File: config.mk
export PLATFORM = sky130hd
export DESIGN_NAME = irq_accept_unit
export DESIGN_NICKNAME = d
export VERILOG_FILES = /design/src/rtl/irq_pkg.sv /design/src/rtl/irq_prio_arb.sv /design/src/rtl/irq_ctrl_regs.sv /design/src/rtl/irq_ctx_seq.sv /design/src/rtl/irq_accept_unit.sv
export SDC_FILE = /design/constraint.sdc
export NUM_CORES = 1
export LEC_CHECK = 0
export BUFFER_PORTS_ARGS = -buffer_cell sky130_fd_sc_hd__buf_2
export CORE_ASPECT_RATIO = 1.2
export CORE_MARGIN = 2
export CORE_UTILIZATION = 46
export DETAILED_ROUTE_END_ITERATION = 7
export HOLD_SLACK_MARGIN = 0.15
export PLACE_DENSITY = 0.81
export SETUP_SLACK_MARGIN = 0.2
export SLEW_MARGIN = 20
export SYNTH_ARGS = -nofsm -noshare
export SYNTH_HDL_FRONTEND = slang
export SYNTH_HIERARCHICAL = 1
export SYNTH_SLANG_ARGS = --single-unit
File: constraint.sdc
create_clock -name clk -period 2.95 [get_ports clk]
set_clock_uncertainty 0.1 [all_clocks]
set_input_delay 0.295 -clock clk [delete_from_list [all_inputs] [get_ports clk]]
set_output_delay 0.295 -clock clk [all_outputs]
set_load 0.02 [all_outputs]
File: src/rtl/irq_pkg.sv
package irq_pkg;
    localparam int AW     = 16;
    localparam int NLINES = 3;

    typedef logic [AW-1:0]     word_t;
    typedef logic [NLINES-1:0] line_t;

    typedef enum logic [1:0] {
        ST_IDLE  = 2'd0,
        ST_WRITE = 2'd1,
        ST_VECT  = 2'd2
    } seq_state_e;

    typedef struct packed {
        logic  valid;
        logic  is_trap;
        line_t line_oh;
        word_t vector;
    } take_t;

    // Lowest set bit wins.
    function automatic line_t lowest_set(input line_t v);
        line_t r;
        logic  found;
        r     = '0;
        found = 1'b0;
        for (int k = 0; k < NLINES; k++) begin
            if (v[k] && !found) begin
                r[k]  = 1'b1;
                found = 1'b1;
            end
        end
        return r;
    endfunction
endpackage

File: src/rtl/irq_prio_arb.sv
module irq_prio_arb
    import irq_pkg::*;
#(
    parameter word_t VEC_BASE = 16'h0010,
    parameter word_t VEC_STEP = 16'h0010,
    parameter word_t TRAP_VEC = 16'h0002
) (
    input  logic  clk,
    input  logic  rst,
    input  line_t req,
    input  line_t mask,
    input  logic  gie,
    input  logic  interruptible,
    input  logic  trap_req,
    input  logic  trap_active,
    input  logic  idle,
    input  logic  ret_cmd,
    output take_t take
);
    logic  open_win;
    line_t eligible;
    line_t grant_oh;
    logic  trap_grant;
    word_t line_vec;

    assign open_win   = idle && interruptible && !ret_cmd && !trap_active;
    assign trap_grant = open_win && trap_req;
    assign eligible   = req & mask & {NLINES{gie}};
    assign grant_oh   = (open_win && !trap_req) ? lowest_set(eligible) : '0;

    always_comb begin
        line_vec = '0;
        for (int k = 0; k < NLINES; k++) begin
            if (grant_oh[k]) line_vec = VEC_BASE + VEC_STEP * word_t'(k);
        end
    end

    always_comb begin
        take.valid   = trap_grant || (|grant_oh);
        take.is_trap = trap_grant;
        take.line_oh = grant_oh;
        take.vector  = trap_grant ? TRAP_VEC : line_vec;
    end

    a_r1_gate: assert property (@(posedge clk) disable iff (rst)
        (|take.line_oh) |-> (gie && interruptible && idle &&
                             ((take.line_oh & ~(req & mask)) == '0)));
    a_r2_onehot: assert property (@(posedge clk) disable iff (rst)
        $onehot0(take.line_oh));
    a_r7_trap_first: assert property (@(posedge clk) disable iff (rst)
        (trap_req && open_win) |-> (take.is_trap && take.line_oh == '0));
    a_r8_blocked: assert property (@(posedge clk) disable iff (rst)
        trap_active |-> !take.valid);
endmodule

File: src/rtl/irq_ctrl_regs.sv
module irq_ctrl_regs
    import irq_pkg::*;
(
    input  logic  clk,
    input  logic  rst,
    input  line_t take_line,
    input  logic  take_trap,
    input  logic  ret_eff,
    input  logic  ret_ie,
    input  logic  sw_we,
    input  logic  sw_gie,
    input  line_t sw_mask,
    input  line_t sw_ip_clr,
    output logic  gie,
    output line_t mask,
    output line_t ip,
    output logic  trap_active
);
    always_ff @(posedge clk) begin
        if (rst) begin
            gie         <= 1'b0;
            mask        <= '0;
            ip          <= '0;
            trap_active <= 1'b0;
        end else begin
            if (|take_line)            gie <= 1'b0;
            else if (ret_eff && ret_ie) gie <= 1'b1;
            else if (sw_we)             gie <= sw_gie;

            if (sw_we) mask <= sw_mask;

            ip <= (sw_we ? (ip & ~sw_ip_clr) : ip) | take_line;

            if (take_trap)    trap_active <= 1'b1;
            else if (ret_eff) trap_active <= 1'b0;
        end
    end

    a_r4_gie_clr: assert property (@(posedge clk) disable iff (rst)
        (|take_line) |=> !gie);
    a_r4_mask_kept: assert property (@(posedge clk) disable iff (rst)
        ((|take_line) && !sw_we) |=> (mask == $past(mask)));
    a_r5_ip_set: assert property (@(posedge clk) disable iff (rst)
        (|take_line) |=> ((ip & $past(take_line)) == $past(take_line)));
    a_r8_trap_set: assert property (@(posedge clk) disable iff (rst)
        take_trap |=> trap_active);
    a_r6_ret_enable: assert property (@(posedge clk) disable iff (rst)
        (ret_eff && ret_ie && !(|take_line)) |=> gie);
endmodule

File: src/rtl/irq_ctx_seq.sv
module irq_ctx_seq
    import irq_pkg::*;
#(
    parameter word_t SP_RESET = 16'h0400
) (
    input  logic  clk,
    input  logic  rst,
    input  take_t take,
    input  logic  ret_cmd,
    input  word_t cur_pc,
    input  logic  mem_wr_ack,
    output logic  idle,
    output logic  mem_wr_en,
    output word_t mem_addr,
    output word_t mem_wdata,
    output logic  pc_load,
    output word_t pc_load_val,
    output word_t sp,
    output word_t dvm
);
    seq_state_e state;
    word_t      saved_pc;
    word_t      vec_q;

    always_ff @(posedge clk) begin
        if (rst) begin
            state    <= ST_IDLE;
            sp       <= SP_RESET;
            saved_pc <= '0;
            vec_q    <= '0;
            dvm      <= '0;
        end else begin
            unique case (state)
                ST_IDLE: begin
                    if (take.valid) begin
                        sp       <= sp - word_t'(1);
                        saved_pc <= cur_pc;
                        vec_q    <= take.vector;
                        if (take.is_trap) dvm <= cur_pc;
                        state    <= ST_WRITE;
                    end else if (ret_cmd) begin
                        sp <= sp + word_t'(1);
                    end
                end
                ST_WRITE: if (mem_wr_ack) state <= ST_VECT;
                ST_VECT:  state <= ST_IDLE;
                default:  state <= ST_IDLE;
            endcase
        end
    end

    assign idle        = (state == ST_IDLE);
    assign mem_wr_en   = (state == ST_WRITE);
    assign mem_addr    = sp;
    assign mem_wdata   = saved_pc;
    assign pc_load     = (state == ST_VECT);
    assign pc_load_val = vec_q;

    a_r3_sp_dec: assert property (@(posedge clk) disable iff (rst)
        (idle && take.valid) |=> (sp == $past(sp) - word_t'(1)));
    a_r3_hold: assert property (@(posedge clk) disable iff (rst)
        (mem_wr_en && !mem_wr_ack) |=> (mem_wr_en && $stable(mem_addr) && $stable(mem_wdata)));
    a_r3_load_after_ack: assert property (@(posedge clk) disable iff (rst)
        (mem_wr_en && mem_wr_ack) |=> (pc_load && !mem_wr_en));
    a_r11_busy_sp: assert property (@(posedge clk) disable iff (rst)
        (!idle && !(mem_wr_en && mem_wr_ack)) |=> $stable(sp));
endmodule

File: src/rtl/irq_accept_unit.sv
module irq_accept_unit
    import irq_pkg::*;
#(
    parameter word_t VEC_BASE = 16'h0010,
    parameter word_t VEC_STEP = 16'h0010,
    parameter word_t TRAP_VEC = 16'h0002,
    parameter word_t SP_RESET = 16'h0400
) (
    input  logic        clk,
    input  logic        rst,
    input  logic [2:0]  int_req,
    input  logic        trap_req,
    input  logic        interruptible,
    input  logic        ret_cmd,
    input  logic        ret_ie,
    input  logic [15:0] cur_pc,
    input  logic        sw_we,
    input  logic        sw_gie,
    input  logic [2:0]  sw_mask,
    input  logic [2:0]  sw_ip_clr,
    input  logic        mem_wr_ack,
    output logic        mem_wr_en,
    output logic [15:0] mem_addr,
    output logic [15:0] mem_wdata,
    output logic        pc_load,
    output logic [15:0] pc_load_val,
    output logic        busy,
    output logic        gie,
    output logic [2:0]  mask,
    output logic [2:0]  ip,
    output logic        trap_active,
    output logic [15:0] sp,
    output logic [15:0] dvm
);
    take_t take;
    logic  idle;
    logic  ret_eff;

    assign ret_eff = ret_cmd && idle;
    assign busy    = !idle;

    irq_prio_arb #(
        .VEC_BASE(VEC_BASE), .VEC_STEP(VEC_STEP), .TRAP_VEC(TRAP_VEC)
    ) arb_i (
        .clk(clk), .rst(rst), .req(int_req), .mask(mask), .gie(gie),
        .interruptible(interruptible), .trap_req(trap_req),
        .trap_active(trap_active), .idle(idle), .ret_cmd(ret_cmd), .take(take)
    );

    irq_ctrl_regs regs_i (
        .clk(clk), .rst(rst), .take_line(take.line_oh), .take_trap(take.is_trap),
        .ret_eff(ret_eff), .ret_ie(ret_ie), .sw_we(sw_we), .sw_gie(sw_gie),
        .sw_mask(sw_mask), .sw_ip_clr(sw_ip_clr), .gie(gie), .mask(mask),
        .ip(ip), .trap_active(trap_active)
    );

    irq_ctx_seq #(.SP_RESET(SP_RESET)) seq_i (
        .clk(clk), .rst(rst), .take(take), .ret_cmd(ret_cmd), .cur_pc(cur_pc),
        .mem_wr_ack(mem_wr_ack), .idle(idle), .mem_wr_en(mem_wr_en),
        .mem_addr(mem_addr), .mem_wdata(mem_wdata), .pc_load(pc_load),
        .pc_load_val(pc_load_val), .sp(sp), .dvm(dvm)
    );

    a_r11_no_take_busy: assert property (@(posedge clk) disable iff (rst)
        busy |-> !take.valid);
endmodule

Word-level counts from Yosys, hierarchy flattened
Index checks and enable logic that the tools add are counted.
- bits in registers: 74
- output and inout bits: 91
- add/subtract/negate cells: 2
- equality and inequality tests: 4
- mux-type cells: 19
- bitwise operators: 5
- reduce and logical (&&, ||, !) cells: 26
- operators with widths (operator ; number):
    16-bit 2-to-1 mux ; 2
    6-bit 2-to-1 mux ; 3
    16-bit by 1-bit adder with 16-bit output (second input constant) ; 1
    16-bit by 1-bit subtractor with 16-bit output (second input constant) ; 1
    3-bit bitwise AND ; 3
    1-bit logical AND ; 9
    1-bit 2-to-1 mux ; 8
    1-bit zero test ; 6
    3-bit 2-to-1 mux ; 2
    2-bit AND reduction ; 3
    2-bit nonzero test ; 3
    5-bit 2-to-1 mux ; 1
    2-bit 2-to-1 mux ; 2
    2-bit inequality test (second input constant) ; 2
    2-bit one-hot mux with 2 select lines ; 1
    4-bit OR reduction ; 1
    3-bit NOT ; 1
    3-bit bitwise OR ; 1
    3-bit AND reduction ; 1
    3-bit OR reduction ; 1
    2-bit by 1-bit == test with 1-bit output (second input constant) ; 1
    2-bit == test (second input constant) ; 1
    2-bit zero test ; 1
    1-bit logical OR ; 1

Longest topological paths before layout
Gate-level depths: netlist of the first run.
- depth after elaboration: 14
- gate-level depth with buffers: 10
- depth with buffers taken out: 10

Hierarchy
Netlist of the first run, hierarchy kept.
- modules (own cells, without submodules) (module ; instances ; cells each ; area each (um^2)):
    irq_ctx_seq ; 1 ; 395 ; 3154.3
    irq_ctrl_regs ; 1 ; 28 ; 300.3
    irq_prio_arb ; 1 ; 32 ; 241.5
    irq_accept_unit ; 1 ; 2 ; 10.0

Least setup slack after synthesis of the first run
Ideal clock, no wire load.
- path type: register to register
- from: register seq_i.state[1]
- to: register seq_i.sp[15], in the netlist seq_i/mem_addr[15]
- library setup time: 0.130 ns
- arrival: 2.798 ns
- data required time: 2.720 ns
- slack: -0.078 ns
- stages on the path, launching flop included: 11
- cell sequence: dfxtp_1 -> nor2_2 -> and4bb_2 -> o31a_2 -> ha_1 -> and2_4 -> or4_4 -> o21a_1 -> a2111oi_4 -> o31a_2 -> nor3_2
- RTL lines (what ; line ; source):
    start, declared ; irq_ctx_seq.sv:21 ; seq_state_e state;
    start signal, assigned ; irq_ctx_seq.sv:27 ; state <= ST_IDLE;
    start signal, assigned ; irq_ctx_seq.sv:40 ; state <= ST_WRITE;
    start signal, assigned ; irq_ctx_seq.sv:45 ; ST_WRITE: if (mem_wr_ack) state <= ST_VECT;
    end signal, assigned ; irq_ctx_seq.sv:36 ; sp <= sp - word_t'(1);
    end signal, assigned ; irq_ctx_seq.sv:42 ; sp <= sp + word_t'(1);
    end, declared ; irq_ctx_seq.sv:18 ; output word_t sp,

==> impl_metrics.tcl, run 1 <==
set metrics [dict create \
    status "finished clean" \
    routed_wl_um 11000 \
    initial_core_util_pct 47.8 \
    dp.final_hpwl_um 6590 \
    yosysSeqAreaShare_pct 40.0 \
    io_pins 125 \
    ys_types 55 \
    cts_buffer_depth 2 \
    place_ws_ns -0.0389 \
    worstSkewPairLatency_ns 0.34 \
    first_pass_iters 5 \
    ys.flop_type "dfxtp_1" \
    setup_viol 0 \
    antenna_cells 0 \
    h-tree-depth 3 \
    arrival_ns 2.97 \
    dieArea_mm2 0.00879 \
    p_leak_uw 0.00231 \
    cellPowerDensity_mw_per_mm2 510 \
    grt_max_degree 58 \
    place_congestion 0.868 \
    drc 0 \
    timing.fmax_mhz 352 \
    avgSynthCellArea_um2 8.11 \
    rsz0062_at_grt "true" \
    port_buffers 124 \
    slowest_delay_ns 0.58 \
    cts_tree "done" \
    die_y_um 102 \
    grt_pass1_vias 3606 \
    clk_pin_slew_ns 0.08 \
    maxSlewHeadroom_pct 61.2 \
    fp.dieW_um 85.9 \
    holdWs_ns 0.185 \
    criticalPathCategory "register to register" \
    cpMaxStageDelayCell "or4b_2" \
    post-route-min-period_ns 2.84 \
    synthesis.area_mm2 0.00371 \
    via_per_inst 5.48 \
    reg2reg_slack_ns 0.11 \
    synth_edf_count 0 \
    first_iter_violations 201 \
    hold_viol 0 \
    cp-end-kind "register" \
    finalNetCount 646 \
    synth_seq_cells 74 \
    core_mm2 0.00775 \
    drv_cap 0 \
    clock_sinks 74 \
    grt_overflow 0 \
    cts_root_buf "clkbuf_8" \
    fin_crit_sh_pct 96.4 \
    avgRoutedWirePerCell_um 15.8 \
    cp_max_fo 7 \
    nFillCells 606 \
    antenna_found_initial 0 \
    setup-tns-final_ns 0 \
    grt_pass1_wl_um 17000 \
    ant_nets 0 \
    ir_drop_mv 0.363 \
    path_cells "and3_4 > o31a_4 > ha_1 > nand3_1 > and2_4 > or4b_2 > o211ai_1 > o31a_2 > nor3_2" \
    netlist_instances 457 \
    numCtsBuffers 9 \
    finalMaxSlewViolations 0 \
    core.rowCount 35 \
    crit_path_start_kind "register" \
    worst_pin_slew_ns 0.582 \
    track_usage_pct 24.0 \
    async_reset_ff_share_pct 0 \
    crit_required_ns 3.07 \
    areaGrowthSynthToFinish_pct 34.5 \
    fin_ws_ns 0.106 \
    hold_class "primary input to register" \
    vias 3802 \
    drive_gt1_share_pct 34.4 \
    yosysWarnings 6 \
]
-- synth_stat cells (all sizes together) (2+ instances only) --
cell type / instances / share of area [%]
nand2: 118 / 12
dfxtp: 74 / 40
a21oi: 73 / 9.9
buf: 32 / 6.4
clkbuf: 21 / 2.1
ha: 14 / 4.7
nor2: 11 / 1.2
o21ai: 9 / 1.2
mux2i: 7 / 1.9
xnor2: 7 / 1.7
a211oi: 6 / 1.4
and2: 6 / 1.1
nor3: 6 / 1.1
a21o: 5 / 1.0
and3: 5 / 0.84
nand3: 5 / 0.68
a21boi: 4 / 0.81
inv: 4 / 0.41
o21a: 4 / 0.81
a31oi: 3 / 0.51
nand2b: 3 / 0.71
nand3b: 3 / 0.61
nor2b: 3 / 0.51
o211ai: 3 / 0.61
o21ba: 3 / 0.81
o31a: 3 / 0.78
xor2: 3 / 0.71
a2111oi: 2 / 0.98
nand4: 2 / 0.34
nor4b: 2 / 0.47
o21bai: 2 / 0.41
or3: 2 / 0.34
or4: 2 / 0.51
-- cell type report --
class                           instances  area [µm²]  area share [%]
Clock buffer                           10         128            2.56
Clock inverter                          6         115            2.31
Inverter                                4        15.0           0.301
Multi-Input combinational cell        340        2110            42.3
Sequential cell                        74        1500            30.1
Tap cell                               92         115            2.31
Timing Repair Buffer                  168        1000            20.1
-- per-stage QoR --
stage | power, µW | instances | cell area [µm²] | util (%)
2_1_floorplan | 1420 | 469 | 3820 | -
3_3_place_gp | 1510 | 640 | 4300 | 55.4
3_5_place_dp | 1530 | 640 | 4300 | 55.4
4_1_cts | 2540 | 693 | 4930 | 63.6
5_1_grt | 2650 | 694 | 4980 | 64.3
6_report | 2540 | 694 | 4980 | 64.3
-- logic make-up (layout without fill, tap and decap cells) --
kind of cell | Yosys count | after routing | synth area share, %
other | 1 | 13 | 0.101
AO/OA/AOI/OAI | 120 | 122 | 19.9
flip-flops | 74 | 74 | 40.0
multiplexers | 7 | 7 | 1.89
AND/OR/NAND/NOR | 173 | 173 | 21.6
buffers and inverters | 57 | 188 | 8.95
adder cells (fa/ha/maj) | 15 | 15 | 5.27
XOR/XNOR | 10 | 10 | 2.36
-- report_power, final --
group          internal (µW)  leakage, µW  switching [µW]  total (µW)
Combinational            206      0.00159             292         498
Sequential              1040     0.000605            41.5        1080
Clock                    565     0.000117             397         962
Total                   1810      0.00231             730        2540
-- cells in the final DEF (no fill, tap or decap), types with 4 or more instances in the layout --
master,netlist,final
clkbuf_8,0,9
mux2i_1,7,7
conb_1,1,13
a21oi_1,73,71
buf_4,31,23
nor2_1,10,10
inv_1,4,4
nand3_1,5,5
dlygate4sd3_1,0,21
nand2_1,118,115
o21ai_0,8,6
dfxtp_1,74,67
a21o_1,5,5
nor3_1,4,4
buf_2,1,124
dfxtp_2,0,4
xnor2_1,7,7
ha_1,14,11
-- what timing repair did --
action                     4_1_cts  5_1_grt
setup buffers                   14        1
hold buffers                    21        0
hold endpoints to repair        38        0
cloned                           2        0
setup endpoints to repair        8       24
gates resized for setup         17       13
pin swaps                        9       10
-- state kept, by name (all words and copies together), names as in the netlist --
| name | count |
|---|---|
| regs_i/ip | 3 |
| regs_i/trap_active | 1 |
| seq_i/mem_addr | 16 |
| seq_i/dvm | 16 |
| regs_i/mask | 3 |
| seq_i/pc_load_val | 16 |
| seq_i/state | 2 |
| regs_i/gie | 1 |
| seq_i/mem_wdata | 16 |
-- routing by layer --
layer | track usage [%] | up-vias | share of wire (%)
met2 | 41.3 | 202 | 50
met4 | 12.6 | 0 | 5.1
li1 | - | 1815 | -
met3 | 5.09 | 52 | 6.7
met1 | 27.9 | 1733 | 38
met5 | 0 | - | 0
-- worst paths after layout --
kind	startpoint	endpoint	cells past startpoint
worst max-delay path	regs_i/gie	seq_i/mem_addr[15]	9
worst min-delay path	sw_ip_clr[1]	regs_i/ip[1]	3
worst max register to register	regs_i/gie	seq_i/mem_addr[15]	9
worst min register to register	seq_i/pc_load_val[13]	seq_i/pc_load_val[13]	2
-- worst max-delay path, delay by kind of cell (launching register included) --
family,cells,cell delay [ns]
fa+ha+maj,1,0.40
simple gates,5,1.11
compound gates,3,0.75
flops,1,0.36
No activity file was read; power rests on OpenSTA's default activity.
==> inputs of run 2 (changes only) <==
- ABC_AREA: default -> 1
- CORE_UTILIZATION: 46 -> 47
==> run 2 against run 1 <==
- final cell count grew 19%
- sequential power is essentially flat
- die area grew 4.3%
- register-to-register slack gained 0.29 ns
- clock power shrank 7.7%
- total power grew 0.58%
- worst setup slack gained 0.29 ns
- routed wire length shrank 5.3%
- area after synthesis grew 6.8%
- count of clock-buffer cells in the layout shrank 1
- flip-flop and latch count is the same
- critical path depth grew 8
- critical path type unchanged
- highest routed layer unchanged
==> impl_metrics.tcl, run 2 <==
set metrics [dict create \
    nFillCells 726 \
    ys.flop_type "dfxtp_1" \
    cts_buffer_depth 2 \
    ant_nets 0 \
    dp.final_hpwl_um 6980 \
    grt_overflow 0 \
    p_sw_uw 813 \
    timing.fmax_mhz 391 \
    power_frac_clock_pct 34.7 \
    initial_core_util_pct 48.5 \
    track_usage_pct 22.4 \
    p_seq_share_pct 43.2 \
    slowest_delay_ns 0.36 \
    final_cell_mix "124 x buf_2, 120 x nand2_1, 117 x nor2_1" \
    cellPowerDensity_mw_per_mm2 513 \
    yosysSeqAreaShare_pct 37.4 \
    p_leak_uw 0.00271 \
    finalNetCount 759 \
    holdPathEnd "regs_i/mask[0]" \
    grt_pass1_wl_um 16600 \
    hold_class "primary input to register" \
    dieArea_mm2 0.00917 \
    netlist_instances 579 \
    drive_gt1_share_pct 24.2 \
    ff2ff_path_depth 17 \
    worst_pin_slew_ns 0.572 \
    instances_no_fill 829 \
    arrival_ns 2.70 \
    areaGrowthSynthToFinish_pct 26.0 \
    cpMaxStageDelayCell "dfxtp_1" \
    first_iter_violations 246 \
    cp_top_family "simple AND/OR/NAND/NOR gates" \
    reg2reg_slack_ns 0.40 \
    synth_seq_cells 74 \
    crit_path_frequent_cell "nand2_1" \
    crit_required_ns 3.10 \
    worstSkewPairLatency_ns 0.35 \
    first_pass_iters 5 \
    ys_types 38 \
    vias 4047 \
    h-tree-depth 3 \
    fp.dieW_um 87.8 \
    startpoint "seq_i/state[1]" \
    die_y_um 105 \
    async_reset_ff_share_pct 0 \
    min_from "sw_we" \
    synth_edf_count 0 \
    place_inst 784 \
    p_int_uw 1740 \
    path_cells "nor2_4 > nand2_1 > inv_2 > nand3_4 > nor2_4 > o21ai_2 > nand2_4 > ha_1 > or2_1 > nand3_1 > nand2_1 > nand2_1 > nand2_1 > nand2_1 > nand3_1 > nand2_1 > inv_1" \
    synth_top_cell_by_area "dfxtp_1" \
    clk_pin_slew_ns 0.08 \
    synthTopCellsByCount "120 x nand2_1, 117 x nor2_1, 74 x dfxtp_1" \
    clock_sinks 74 \
    cp_max_fo 9 \
    cts_root_buf "clkbuf_8" \
    io_pins 125 \
    finalMaxSlewViolations 0 \
    core.rowCount 36 \
    ir_drop_mv 0.392 \
    fin_crit_sh_pct 86.6 \
    grt_max_degree 36 \
    antenna_found_initial 0 \
    yosysWarnings 6 \
    maxSlewHeadroom_pct 61.8 \
    combPwrFrac_pct 22.0 \
    criticalPathCategory "register to register" \
    avgSynthCellArea_um2 6.84 \
    switching_share_pct 31.8 \
    status "finished clean" \
    setup_viol 0 \
    drv_cap 0 \
    grt_pass1_vias 3885 \
    final_common_cell "buf_2" \
    port_buffers 124 \
    rr_endpoint "seq_i/mem_addr[15]" \
    drc 0 \
    path_buf_inv 2 \
    ys_top_cells_by_area "dfxtp_1 37%, nand2_1 11%, nor2_1 11%" \
    yosys.area.top_type_share_pct 37.4 \
    cp-end-kind "register" \
    via_per_inst 4.88 \
    setup-tns-final_ns 0 \
    place_congestion 0.939 \
    hold_viol 0 \
    cts_tree "done" \
    rsz0062_at_grt "false" \
    numCtsBuffers 9 \
    crit_path_start_kind "register" \
    antenna_cells 0 \
    routed_wl_um 10400 \
    r2r_start "seq_i/state[1]" \
    synthesis.area_mm2 0.00396 \
    post-route-min-period_ns 2.55 \
    synth.most_common_cell "nand2_1" \
    min_delay_path_depth 3 \
    core_mm2 0.00815 \
    avgRoutedWirePerCell_um 12.5 \
]
run 2: cell count changes after synthesis, sizes merged, moves of 7 or more:
cell	delta
o21ai	+41
buf	+11
a21oi	-42
inv	+64
nand3	+19
clkbuf	-15
mux2i	-7
nor2	+114
run 2: tightest hold or removal path, delay by kind of cell:
kind | cells | cell delay [ns]
buffers and inverters | 1 | 0.17
AOI/OAI and AO/OA | 1 | 0.06
and+or+nand+nor | 1 | 0.09
run 2: worst max-delay path by stage:
stage                                     to  slack [ns]  cells past startpoint
final                     seq_i/mem_addr[15]        0.40                     17
after global routing       seq_i/mem_addr[8]        0.21                     17
after CTS                 seq_i/mem_addr[15]        0.24                     17
after detailed placement  seq_i/mem_addr[15]        0.24                     17
after global placement    seq_i/mem_addr[15]        0.34                     17
after floorplan           seq_i/mem_addr[15]        0.59                     17
run 2: cell type report:
type                    count  area [µm²]  area share [%]
clock inverters             7        98.8            1.98
multi-input cells         399        1940            39.0
inverters                  70         270            5.42
clock buffers               9         124            2.48
repair buffers            156         923            18.5
well taps                 114         143            2.86
flip-flops and latches     74        1480            29.7
run 2: cells by family after synthesis:
kind of cell / after synthesis / synth area share [%]
fa+ha+maj: 15 / 4.93
simple gates: 283 / 30.4
compound gates: 84 / 11.0
xor+xnor: 3 / 0.664
other cells: 1 / 0.0948
flops: 74 / 37.4
buf+inv: 119 / 15.6
run 2: timing repair:
| item | CTS | global route |
|---|---|---|
| hold endpoints to repair | 41 | 0 |
| hold buffers | 25 | 0 |
| setup buffers | 0 | 3 |
| endpoints found under the setup margin | 0 | 11 |
| resized for setup | 0 | 6 |
run 2: metrics by stage:
| stage | setup WS (ns) | area (µm²) | total power, µW | util [%] | hold slack (ns) |
|---|---|---|---|---|---|
| 2_1_floorplan | 0.588 | 4000 | 1530 | - | 0.330 |
| 3_3_place_gp | 0.343 | 4450 | 1630 | 54.6 | 0.348 |
| 3_5_place_dp | 0.241 | 4450 | 1650 | 54.6 | 0.353 |
| 4_1_cts | 0.238 | 4920 | 2560 | 60.4 | 0.166 |
| 5_1_grt | 0.206 | 4980 | 2680 | 61.1 | 0.197 |
| 6_report | 0.395 | 4980 | 2560 | 61.1 | 0.211 |
run 2: power groups by stage:
stage	Clock, µW	Sequential (µW)	Combinational, µW
CTS	913	1110	546
finish	888	1110	563
detailed placement	0	1130	518
floorplan	0	1190	341
global route	944	1110	622
global placement	0	1130	506
run 2: routing by layer:
metal	wire length, µm	share of wire, %	global-route usage [%]
met4	262	2.5	10.9
met3	667	6.4	5.16
met1	4130	40	24.1
met5	0	0	0
met2	5330	51	39.9
==> inputs of run 3 (changes only) <==
- CORE_UTILIZATION: 47 -> 50
- PLACE_DENSITY: 0.81 -> 0.83
- clock period: 2.95 -> 3.15 ns (I/O delays scaled with it)
==> run 3 against run 2 <==
- cell area is 2.9% lower
- core utilization grew 2.0 points
- via count decreased by 1.3%
- global-route usage grew 2.2 points
- worst setup slack better by 0.094 ns
- maximum frequency is 4.0% lower
- flip-flop and latch count is the same
- sequential power decreased by 7%
- die area decreased by 5.7%
- critical path depth is 1 higher
- largest cell class unchanged
- highest routed layer unchanged
==> impl_metrics.tcl, run 3 (synthesis results as in run 2) <==
set metrics [dict create \
    core_mm2 0.00766 \
    criticalPathCategory "register to register" \
    via_per_inst 5.01 \
    antenna_found_initial 0 \
    cp-end-kind "register" \
    finalMaxSlewViolations 0 \
    place_ws_ns 0.378 \
    post-route-min-period_ns 2.66 \
    timing.fmax_mhz 376 \
    cts_tree "done" \
    h-tree-depth 3 \
    avgRoutedWirePerCell_um 12.9 \
    cellPowerDensity_mw_per_mm2 476 \
    ir_drop_mv 0.375 \
    r2r_start "seq_i/state[1]" \
    cp_max_fo 18 \
    ff2ff_path_depth 18 \
    worst_pin_slew_ns 0.659 \
    vias 3995 \
    min_from "ret_ie" \
    setup-tns-final_ns 0 \
    first_iter_violations 279 \
    grtUsageMet3_pct 7.33 \
    stdcell_area_mm2 0.00484 \
    placed_cell_area_mm2 0.00440 \
    core.rowCount 35 \
    power_uw 2300 \
    crit_required_ns 3.30 \
    port_buffers 124 \
    fin_crit_sh_pct 84.5 \
    grtUsageMet1_pct 26.1 \
    track_usage_pct 24.6 \
    clock_sinks 74 \
    place_congestion 0.963 \
    initial_core_util_pct 51.6 \
    maxSlewHeadroom_pct 56.0 \
    grt_max_degree 47 \
    arrival_ns 2.81 \
    antenna_cells 0 \
    io_pins 125 \
    p_leak_uw 0.00265 \
    finalNetCount 750 \
    cts_setup_buffers 0 \
    holdPathEnd "regs_i/gie" \
    grt_pass1_wl_um 17300 \
    grt_overflow 0 \
    dp.final_hpwl_um 6720 \
    status "finished clean" \
    setup_viol 0 \
    rr_endpoint "seq_i/mem_addr[14]" \
    first_pass_iters 6 \
    reg2reg_slack_ns 0.49 \
    min_delay_path_depth 5 \
    rsz0062_at_grt "false" \
    grt_pass1_vias 3927 \
    ant_nets 0 \
    routed_wl_um 10300 \
    fin_ws_ns 0.490 \
    final_cell_mix "124 x buf_2, 120 x nand2_1, 117 x nor2_1" \
    clk_pin_slew_ns 0.09 \
    grt.busiest_layer "met2" \
    numCtsBuffers 9 \
    areaGrowthSynthToFinish_pct 22.3 \
    die_y_um 101 \
    dieArea_mm2 0.00865 \
    fp.dieW_um 85.2 \
    hold_class "primary input to register" \
    drive_gt1_share_pct 23.1 \
    drc 0 \
    worstSkewPairLatency_ns 0.34 \
    grtUsageMet2_pct 45.6 \
    crit_path_start_kind "register" \
    cts_buffer_depth 2 \
    hold_viol 0 \
    drv_cap 0 \
    final_common_cell "buf_2" \
    cts_root_buf "clkbuf_8" \
]
-- run 3: per-stage QoR --
stage,std cells,utilization (%),hold slack (ns)
3_5_place_dp,759,57.4,0.358
5_1_grt,798,63.2,0.198
3_3_place_gp,759,57.4,0.346
2_1_floorplan,591,-,0.350
6_report,798,63.2,0.176
4_1_cts,798,63.0,0.166
-- run 3: layout make-up --
cell class	count	area (µm²)
Timing Repair Buffer	148	858
Clock inverter	6	71.3
Multi-Input combinational cell	398	1920
Tap cell	92	115
Fill cell	658	2820
Inverter	70	270
Clock buffer	10	128
Sequential cell	74	1480
-- run 3: what timing repair did --
item	CTS	global route
gates resized for setup	0	2
endpoints found under the setup margin	0	9
hold endpoints to repair	39	0
hold buffers	23	0
-- run 3: report_power, final --
group	leakage [µW]	internal, µW	total (µW)	switching, µW
Combinational	0.00196	182	513	332
Sequential	0.000604	988	1030	44.8
Clock	0.0000939	375	756	381
Total	0.00265	1540	2300	757
-- run 3: routing by layer --
metal / routed length [µm] / part of all wire (%)
met1: 3910 / 38
met2: 5300 / 52
met5: 0 / 0
met4: 174 / 1.7
met3: 865 / 8.4
-- run 3: critical path, stage by stage (launching register included) --
cell and delay [ns]:
dfxtp_1 0.36, nor2_4 0.18, nand2_1 0.09, inv_2 0.09, nand2_1 0.09, nor2_4 0.17
nor2_2 0.08, nand2_4 0.21, ha_1 0.33, nand2_1 0.10, nand2_1 0.08, inv_1 0.08
nand2_1 0.14, nand2_1 0.15, nand2_1 0.06, nand2_1 0.06, nand3_1 0.06, nand2_1 0.07
inv_1 0.04
-- run 3: worst max-delay path by stage --
stage / startpoint / endpoint / slack, ns / cells after the start
after floorplan: seq_i/state[1] / seq_i/mem_addr[15] / 0.79 / 17
after global placement: seq_i/state[1] / seq_i/mem_addr[15] / 0.52 / 17
after detailed placement: seq_i/state[1] / seq_i/mem_addr[15] / 0.38 / 18
after CTS: seq_i/state[1] / seq_i/mem_addr[7] / 0.32 / 16
after global routing: seq_i/state[1] / seq_i/mem_addr[15] / 0.26 / 18
final: seq_i/state[1] / seq_i/mem_addr[14] / 0.49 / 18
